## src/rtl/rob_pkg.sv

```systemverilog
package rob_pkg;
  typedef enum logic [1:0] {
    POL_DYN  = 2'd0,
    POL_PART = 2'd1,
    POL_THR  = 2'd2,
    POL_ALT  = 2'd3
  } policy_e;
endpackage

```

## src/rtl/rob_limits.sv

```systemverilog
module rob_limits
  import rob_pkg::*;
#(
  parameter int NTHR   = 2,
  parameter int DEPTH  = 8,
  parameter int THRESH = 6,
  parameter int CNTW   = $clog2(DEPTH + 1)
) (
  input  logic                 clk,
  input  logic                 rst_n,
  input  logic [1:0]           policy,
  input  logic [NTHR-1:0]      active,
  output logic [NTHR*CNTW-1:0] lim_flat
);
  localparam int NW = $clog2(NTHR + 1);

  logic [NW-1:0]   n_act;
  logic [CNTW-1:0] part_share;

  always_comb begin
    n_act      = NW'($countones(active));
    part_share = CNTW'(DEPTH / NTHR);
    for (int k = 1; k <= NTHR; k++)
      if (n_act == NW'(k)) part_share = CNTW'(DEPTH / k);
  end

  for (genvar t = 0; t < NTHR; t++) begin : g_lim
    logic [CNTW-1:0] nxt;
    always_comb begin
      case (policy_e'(policy))
        POL_PART: nxt = part_share;
        POL_THR:  nxt = (n_act == NW'(1) && active[t]) ? CNTW'(DEPTH) : CNTW'(THRESH);
        default:  nxt = CNTW'(DEPTH);
      endcase
    end
    always_ff @(posedge clk) begin
      if (!rst_n) lim_flat[t*CNTW +: CNTW] <= CNTW'(DEPTH);
      else        lim_flat[t*CNTW +: CNTW] <= nxt;
    end
  end

  p_dyn_limit_r1: assert property (@(posedge clk) disable iff (!rst_n)
    ($past(policy) == 2'd0) |-> (lim_flat == {NTHR{CNTW'(DEPTH)}}));

  p_thr_limit_r3: assert property (@(posedge clk) disable iff (!rst_n)
    ($past(policy) == 2'd2 && $countones($past(active)) != 1)
      |-> (lim_flat == {NTHR{CNTW'(THRESH)}}));
endmodule

```

## src/rtl/rob_thread_q.sv

```systemverilog
module rob_thread_q #(
  parameter int DEPTH = 8,
  parameter int SEQW  = 8,
  parameter int PTRW  = (DEPTH > 1) ? $clog2(DEPTH) : 1,
  parameter int CNTW  = $clog2(DEPTH + 1)
) (
  input  logic            clk,
  input  logic            rst_n,
  input  logic            push,
  input  logic [SEQW-1:0] push_seq,
  input  logic            done,
  input  logic [SEQW-1:0] done_seq,
  input  logic            done_squash,
  input  logic            pop,
  output logic [CNTW-1:0] occ,
  output logic            head_rdy,
  output logic [SEQW-1:0] head_seq,
  output logic            head_sq
);
  logic [SEQW-1:0]  seq_m [DEPTH];
  logic [DEPTH-1:0] vld_m, rdy_m, sq_m;
  logic [PTRW-1:0]  hd, tl;

  function automatic logic [PTRW-1:0] wrap_inc(input logic [PTRW-1:0] p);
    return (p == PTRW'(DEPTH - 1)) ? '0 : p + PTRW'(1);
  endfunction

  assign head_rdy = (occ != '0) && rdy_m[hd];
  assign head_seq = seq_m[hd];
  assign head_sq  = sq_m[hd];

  always_ff @(posedge clk) begin
    if (!rst_n) begin
      hd    <= '0;
      tl    <= '0;
      occ   <= '0;
      vld_m <= '0;
      rdy_m <= '0;
      sq_m  <= '0;
      for (int i = 0; i < DEPTH; i++) seq_m[i] <= '0;
    end else begin
      if (done)
        for (int i = 0; i < DEPTH; i++)
          if (vld_m[i] && seq_m[i] == done_seq) begin
            rdy_m[i] <= 1'b1;
            if (done_squash) sq_m[i] <= 1'b1;
          end
      if (pop) begin
        vld_m[hd] <= 1'b0;
        hd        <= wrap_inc(hd);
      end
      if (push) begin
        seq_m[tl] <= push_seq;
        vld_m[tl] <= 1'b1;
        rdy_m[tl] <= 1'b0;
        sq_m[tl]  <= 1'b0;
        tl        <= wrap_inc(tl);
      end
      occ <= occ + CNTW'(push) - CNTW'(pop);
    end
  end

  p_no_overflow_r6: assert property (@(posedge clk) disable iff (!rst_n)
    push |-> (occ != CNTW'(DEPTH)));

  p_pop_ready_r10: assert property (@(posedge clk) disable iff (!rst_n)
    pop |-> (occ != '0 && rdy_m[hd]));

  p_occ_track_r6: assert property (@(posedge clk) disable iff (!rst_n)
    (push && !pop) |=> (occ == $past(occ) + CNTW'(1)));
endmodule

```

## src/rtl/mt_rob.sv

```systemverilog
module mt_rob #(
  parameter int NTHR   = 2,
  parameter int DEPTH  = 8,
  parameter int SEQW   = 8,
  parameter int THRESH = 6,
  parameter int TIDW   = (NTHR > 1) ? $clog2(NTHR) : 1,
  parameter int CNTW   = $clog2(DEPTH + 1)
) (
  input  logic                 clk,
  input  logic                 rst_n,
  input  logic [1:0]           cfg_policy,
  input  logic [NTHR-1:0]      active_mask,
  input  logic                 alloc_valid,
  output logic                 alloc_ready,
  input  logic [TIDW-1:0]      alloc_tid,
  input  logic [SEQW-1:0]      alloc_seq,
  output logic                 alloc_err,
  input  logic                 done_valid,
  input  logic [TIDW-1:0]      done_tid,
  input  logic [SEQW-1:0]      done_seq,
  input  logic                 done_squash,
  input  logic [NTHR-1:0]      retire_req,
  output logic [NTHR-1:0]      head_ready,
  output logic [NTHR*SEQW-1:0] head_seq,
  output logic [NTHR-1:0]      head_squashed,
  output logic                 commit_ok,
  output logic [NTHR*CNTW-1:0] thr_free,
  output logic [CNTW-1:0]      total_free
);
  logic [NTHR*CNTW-1:0] lim_flat;
  logic [CNTW-1:0]      occ_v [NTHR];
  logic [NTHR-1:0]      push_v, pop_v;
  logic [CNTW-1:0]      total_occ;
  logic                 tid_ok, room, accept;

  rob_limits #(.NTHR(NTHR), .DEPTH(DEPTH), .THRESH(THRESH), .CNTW(CNTW)) u_limits (
    .clk(clk), .rst_n(rst_n), .policy(cfg_policy), .active(active_mask),
    .lim_flat(lim_flat)
  );

  for (genvar t = 0; t < NTHR; t++) begin : g_thr
    logic [CNTW-1:0] lim_t;
    assign lim_t = lim_flat[t*CNTW +: CNTW];
    assign thr_free[t*CNTW +: CNTW] = (lim_t > occ_v[t]) ? lim_t - occ_v[t] : '0;
    assign push_v[t] = accept && (alloc_tid == TIDW'(t));
    assign pop_v[t]  = retire_req[t] && head_ready[t];

    rob_thread_q #(.DEPTH(DEPTH), .SEQW(SEQW), .CNTW(CNTW)) u_q (
      .clk(clk), .rst_n(rst_n),
      .push(push_v[t]), .push_seq(alloc_seq),
      .done(done_valid && done_tid == TIDW'(t)), .done_seq(done_seq),
      .done_squash(done_squash),
      .pop(pop_v[t]),
      .occ(occ_v[t]), .head_rdy(head_ready[t]),
      .head_seq(head_seq[t*SEQW +: SEQW]), .head_sq(head_squashed[t])
    );
  end

  always_comb begin
    total_occ = '0;
    for (int t = 0; t < NTHR; t++) total_occ = total_occ + occ_v[t];
    tid_ok = 1'b0;
    room   = 1'b0;
    for (int t = 0; t < NTHR; t++)
      if (alloc_tid == TIDW'(t)) begin
        tid_ok = 1'b1;
        room   = thr_free[t*CNTW +: CNTW] != '0;
      end
  end

  assign total_free  = CNTW'(DEPTH) - total_occ;
  assign alloc_ready = total_occ != CNTW'(DEPTH);
  assign accept      = alloc_valid && alloc_ready && tid_ok && room;
  assign alloc_err   = alloc_valid && alloc_ready && !(tid_ok && room);
  assign commit_ok   = |(head_ready & active_mask);

  p_reject_r7: assert property (@(posedge clk) disable iff (!rst_n)
    alloc_err |=> (total_free == $past(total_free) + CNTW'($countones($past(pop_v)))));

  p_full_hold_r6: assert property (@(posedge clk) disable iff (!rst_n)
    (!alloc_ready && pop_v == '0) |=> (total_free == '0));
endmodule

```

## config.mk

```make
export PLATFORM = sky130hd
export DESIGN_NAME = mt_rob
export DESIGN_NICKNAME = d
export VERILOG_FILES = /design/src/rtl/rob_pkg.sv /design/src/rtl/rob_limits.sv /design/src/rtl/rob_thread_q.sv /design/src/rtl/mt_rob.sv
export SDC_FILE = /design/constraint.sdc
export NUM_CORES = 1
export LEC_CHECK = 0
export BUFFER_PORTS_ARGS = -buffer_cell sky130_fd_sc_hd__buf_4
export CORE_ASPECT_RATIO = 0.9
export CORE_MARGIN = 5
export CORE_UTILIZATION = 62
export DETAILED_ROUTE_END_ITERATION = 16
export PLACE_DENSITY = 0.81
export SYNTH_ARGS = -nofsm -noshare
export SYNTH_HDL_FRONTEND = slang
export SYNTH_HIERARCHICAL = 1
export SYNTH_SLANG_ARGS = --single-unit
```

## constraint.sdc

```tcl
create_clock -name clk -period 3.4 [get_ports clk]
set_input_delay 0.51 -clock clk [delete_from_list [all_inputs] [get_ports clk]]
set_output_delay 0.51 -clock clk [all_outputs]
set_load 0.1 [all_outputs]
```

==> impl_results.md <==
* PortBufs at 63
* Slew Limit Headroom at 50.7%
* Net switching fraction of the power at 38.3%
* Cell type with the largest total area after synthesis: sky130_fd_sc_hd__edfxtp_1
* Total wirelength of the detailed-routed design at 28300 um
* Number of hold violations in the final report at 0
* Seq. cell area at 0.00545 mm^2
* Initial Util at 63.3%
* Worst setup path class: reg -> out
* Site Rows at 47
* # hold bufs at CTS at 0
* Internal power component at 4.98 mW
* Nature of the critical path endpoint: output port
* Critical path data arrival time at 2.75 ns
* DRC marker count from the first detailed-route iteration at 684
* Worst Min Path Start: done_squash
* Top_reg_cell synth: sky130_fd_sc_hd__edfxtp_1
* GR Util All Layers at 25.8%
* Post-layout min period at 3.26 ns
* FMAX at 0.306 GHz
* Number of filler instances in the final layout at 1302
* Final-report max-slew violation count at 0
* Io pins at 64
* Post-Place Worst Slack at -0.0404 ns
* Worst hold path class: in -> reg
* Net count, final at 1126
* Clock transition at the registers of the reported paths at 0.06 ns
* Max rail drop VDD at 0.751 mV
* Global placement routability congestion at 0.875
* Worst min-delay path endpoint: g_thr[0].u_q/sq_m[5]$_SDFF_PN0_
* Final cell area excluding filler cells at 0.0133 mm^2
* Cell area after placement at 0.0125 mm^2
* Share of the core filled with cells at 71.7%
* Total number of clock tree sinks at 208
* # diodes at 0
* Clock Power Share at 27.1%
* Clock Latency Late Sink at 0.50 ns
* Final antenna-violating net count at 0
* Placed wire-length estimate at 20900 um
* EDFF count, synth at 128
* # Post-CTS Setup Buffers at 0
* Die width at 155 um
* Die height at 141 um
* Highest fanout seen on the critical path at 3
* Unique cell type count in the Yosys netlist at 61
* Multi-input gate area in the final layout at 0.00594 mm^2
* Post-layout power at 8.08 mW
* Vias per std cell at 6.09
* CTS Buf Count at 22
* Number of warnings reported in the yosys synthesis log at 6
* Flop pwr share at 36.8%
* Comb pwr share at 36.1%
* Detailed-routing wirelength on met1 at 12600 um
* Die Area at 0.0218 mm^2
* Post-synthesis cell area at 0.0117 mm^2
* Worst Clk Skew at 0.0129 ns
* Non-filler cells in the finished layout at 1315
* Share of final-layout standard cells stronger than drive strength 1 at 20.4%
* Crit share post-route at 96.0%
* Worst-case reg-to-reg path depth at 14
* Setup-failing EPs final at 0
* Sequential-to-total area share from yosys stat at 46.4%
* Number of vias after detailed routing at 8007
* Worst hold path stage count at 2
* Main area contributors after synthesis: sky130_fd_sc_hd__edfxtp_1, sky130_fd_sc_hd__dfxtp_1, sky130_fd_sc_hd__xnor2_1, sky130_fd_sc_hd__and2_1, sky130_fd_sc_hd__mux4_1
* Detail Route met2 WL at 12800 um
* Synth Area per Inst at 11.9 um^2
* Flop and latch count out of synthesis at 208
* Highest routed metal layer: met4
* Static Leakage at 5.05 nW
* Result of the run: completed
* Power per standard cell area at 609 mW/mm^2
* Register-to-register path setup slack at 0.17 ns
* Async set-or-reset flop fraction in the synthesized netlist at 0%
* Gr ovfl total at 0
* Worst slew pin tran at 0.739 ns
* Placeable core area at 0.0185 mm^2
* DRC violation count after routing at 0
* Startpoint types: flip-flop
* Post-route setup slack at 0.137 ns
* Setup repair after global routing missed its margin: no
* Met3 Wirelength at 2160 um
* Switch Pwr at 3.10 mW
* Worst flop-to-flop path endpoint: g_thr[1].u_q/sq_m[3]$_SDFF_PN0_
* Initial antenna violation count at 0
* Largest net degree at the start of global routing at 37
* Data required time of the critical path at 2.89 ns
* Fin Setup TNS at 0 ns
* Clock tree buffer depth at 3
* Number of H-tree levels at 1
* Area growth from synthesis to layout at 13.1%
* Worst R2R Start: g_thr[0].u_q/occ[0]$_SDFF_PN0_
* WHS at 0.403 ns
* Number of instances in the synthesized netlist at 987
* TritonCTS clock tree: yes
* Clk root buf: sky130_fd_sc_hd__clkbuf_16
* Area fraction of the dominant cell type after synthesis at 32.8%
* Average wire length per cell after detail routing at 21.6 um
* Pre-antenna DRT Iters at 5
* Total of max-cap violations at 0
* Wire length of the first global-routing pass at 44200 um
* Via count of the first global-routing pass at 7930
* Placed cells at 1278
==> logic make-up (layout without fill, tap and decap cells) <==
family	Yosys count	in the layout	synth area share, %
multiplexers	64	64	10.7
XOR/XNOR	140	140	10.5
buffers and inverters	104	186	4.20
adder cells (fa/ha/maj)	40	40	4.59
AND/OR/NAND/NOR	330	330	17.0
flip-flops	208	208	46.4
AO/OA/AOI/OAI	100	100	6.64
other	1	2	0.0320
==> cell type report <==
| class | instances | area share (%) |
|---|---|---|
| Tap cell | 245 | 2.31 |
| Multi-Input combinational cell | 676 | 44.7 |
| Sequential cell | 208 | 41.0 |
| Inverter | 50 | 1.41 |
| Clock inverter | 4 | 0.123 |
| Timing Repair Buffer | 99 | 5.60 |
| Clock buffer | 33 | 4.77 |
==> power groups by stage <==
stage / logic [mW] / registers [mW] / clock network, mW
final: 2.92 / 2.97 / 2.19
after CTS: 2.91 / 2.96 / 2.23
after global routing: 3.07 / 2.99 / 2.33
after floorplan: 2.34 / 2.96 / 0
after global placement: 2.85 / 3.01 / 0
after detailed placement: 2.89 / 3.02 / 0
==> flip-flops by register name, indices dropped and copies added (netlist names), named ones only <==
signal	cells
g_thr.u_q/sq_m	16
g_thr.u_q/vld_m	16
g_thr.u_q/tl	6
g_thr.u_q/occ	8
g_thr.u_q/seq_m	128
u_limits/lim_flat	6
g_thr.u_q/rdy_m	16
g_thr.u_q/hd	6
==> synth_stat cells (7+ instances only) <==
cell type                  instances
sky130_fd_sc_hd__and2_1          141
sky130_fd_sc_hd__edfxtp_1        128
sky130_fd_sc_hd__xnor2_1         127
sky130_fd_sc_hd__dfxtp_1          80
sky130_fd_sc_hd__inv_1            49
sky130_fd_sc_hd__ha_1             35
sky130_fd_sc_hd__nand3_1          35
sky130_fd_sc_hd__nand2_1          26
sky130_fd_sc_hd__nor2_1           26
sky130_fd_sc_hd__buf_2            25
sky130_fd_sc_hd__mux4_1           25
sky130_fd_sc_hd__nand4_1          25
sky130_fd_sc_hd__nor2b_1          18
sky130_fd_sc_hd__a21o_1           17
sky130_fd_sc_hd__a22o_1           15
sky130_fd_sc_hd__o21a_1           14
sky130_fd_sc_hd__mux4_2           13
sky130_fd_sc_hd__xor2_1           13
sky130_fd_sc_hd__clkbuf_1         12
sky130_fd_sc_hd__o21ai_0          12
sky130_fd_sc_hd__a31o_2           11
sky130_fd_sc_hd__nand2b_1         11
sky130_fd_sc_hd__mux2_2           10
sky130_fd_sc_hd__mux2i_1          10
sky130_fd_sc_hd__nor3_1            9
sky130_fd_sc_hd__nor4_2            9
sky130_fd_sc_hd__nor4_1            7
==> what timing repair did <==
item	in CTS	in global routing
gates cloned	0	0
pin swaps	0	0
endpoints found under the setup margin	14	182
resized for setup	1	22
==> per-layer routing <==
layer	vias to the layer above	GRT usage [%]
li1	3654	-
met1	3922	38.0
met2	368	40.1
met3	63	3.98
met4	0	6.83
met5	-	0
==> worst max path at each step <==
stage / from / endpoint / cells after the start
2_1_floorplan: g_thr[1].u_q/hd[2]$_SDFFE_PN0P_ / g_thr[1].u_q/occ[2]$_SDFF_PN0_ / 12
3_3_place_gp: g_thr[0].u_q/occ[1]$_SDFF_PN0_ / g_thr[1].u_q/sq_m[6]$_SDFF_PN0_ / 13
3_5_place_dp: g_thr[0].u_q/occ[1]$_SDFF_PN0_ / g_thr[1].u_q/sq_m[7]$_SDFF_PN0_ / 13
4_1_cts: g_thr[0].u_q/occ[1]$_SDFF_PN0_ / g_thr[1].u_q/seq_m[4][1]$_SDFFCE_PN0P_ / 10
5_1_grt: g_thr[0].u_q/occ[0]$_SDFF_PN0_ / alloc_err / 8
6_report: g_thr[1].u_q/occ[0]$_SDFF_PN0_ / thr_free[6] / 10
==> critical path, stage by stage (launching register included) <==
cell and delay [ns]:
sky130_fd_sc_hd__dfxtp_1 0.32, sky130_fd_sc_hd__buf_4 0.15, sky130_fd_sc_hd__ha_1 0.20, sky130_fd_sc_hd__fa_1 0.41, sky130_fd_sc_hd__nor2b_1 0.20, sky130_fd_sc_hd__o21ai_0 0.10, sky130_fd_sc_hd__nand2b_1 0.10, sky130_fd_sc_hd__buf_4 0.12
sky130_fd_sc_hd__o21ai_0 0.14, sky130_fd_sc_hd__nor3_2 0.18, sky130_fd_sc_hd__buf_4 0.31
==> placed cells by master, fill, tap and decap left out, drive strengths merged, types with 33 or more instances in the layout <==
cell type	count
and2	141
edfxtp	128
xnor2	127
buf	99
dfxtp	80
inv	50
mux4	38
nand3	35
ha	35
clkbuf	33
Power figures use the tool's default switching activity.
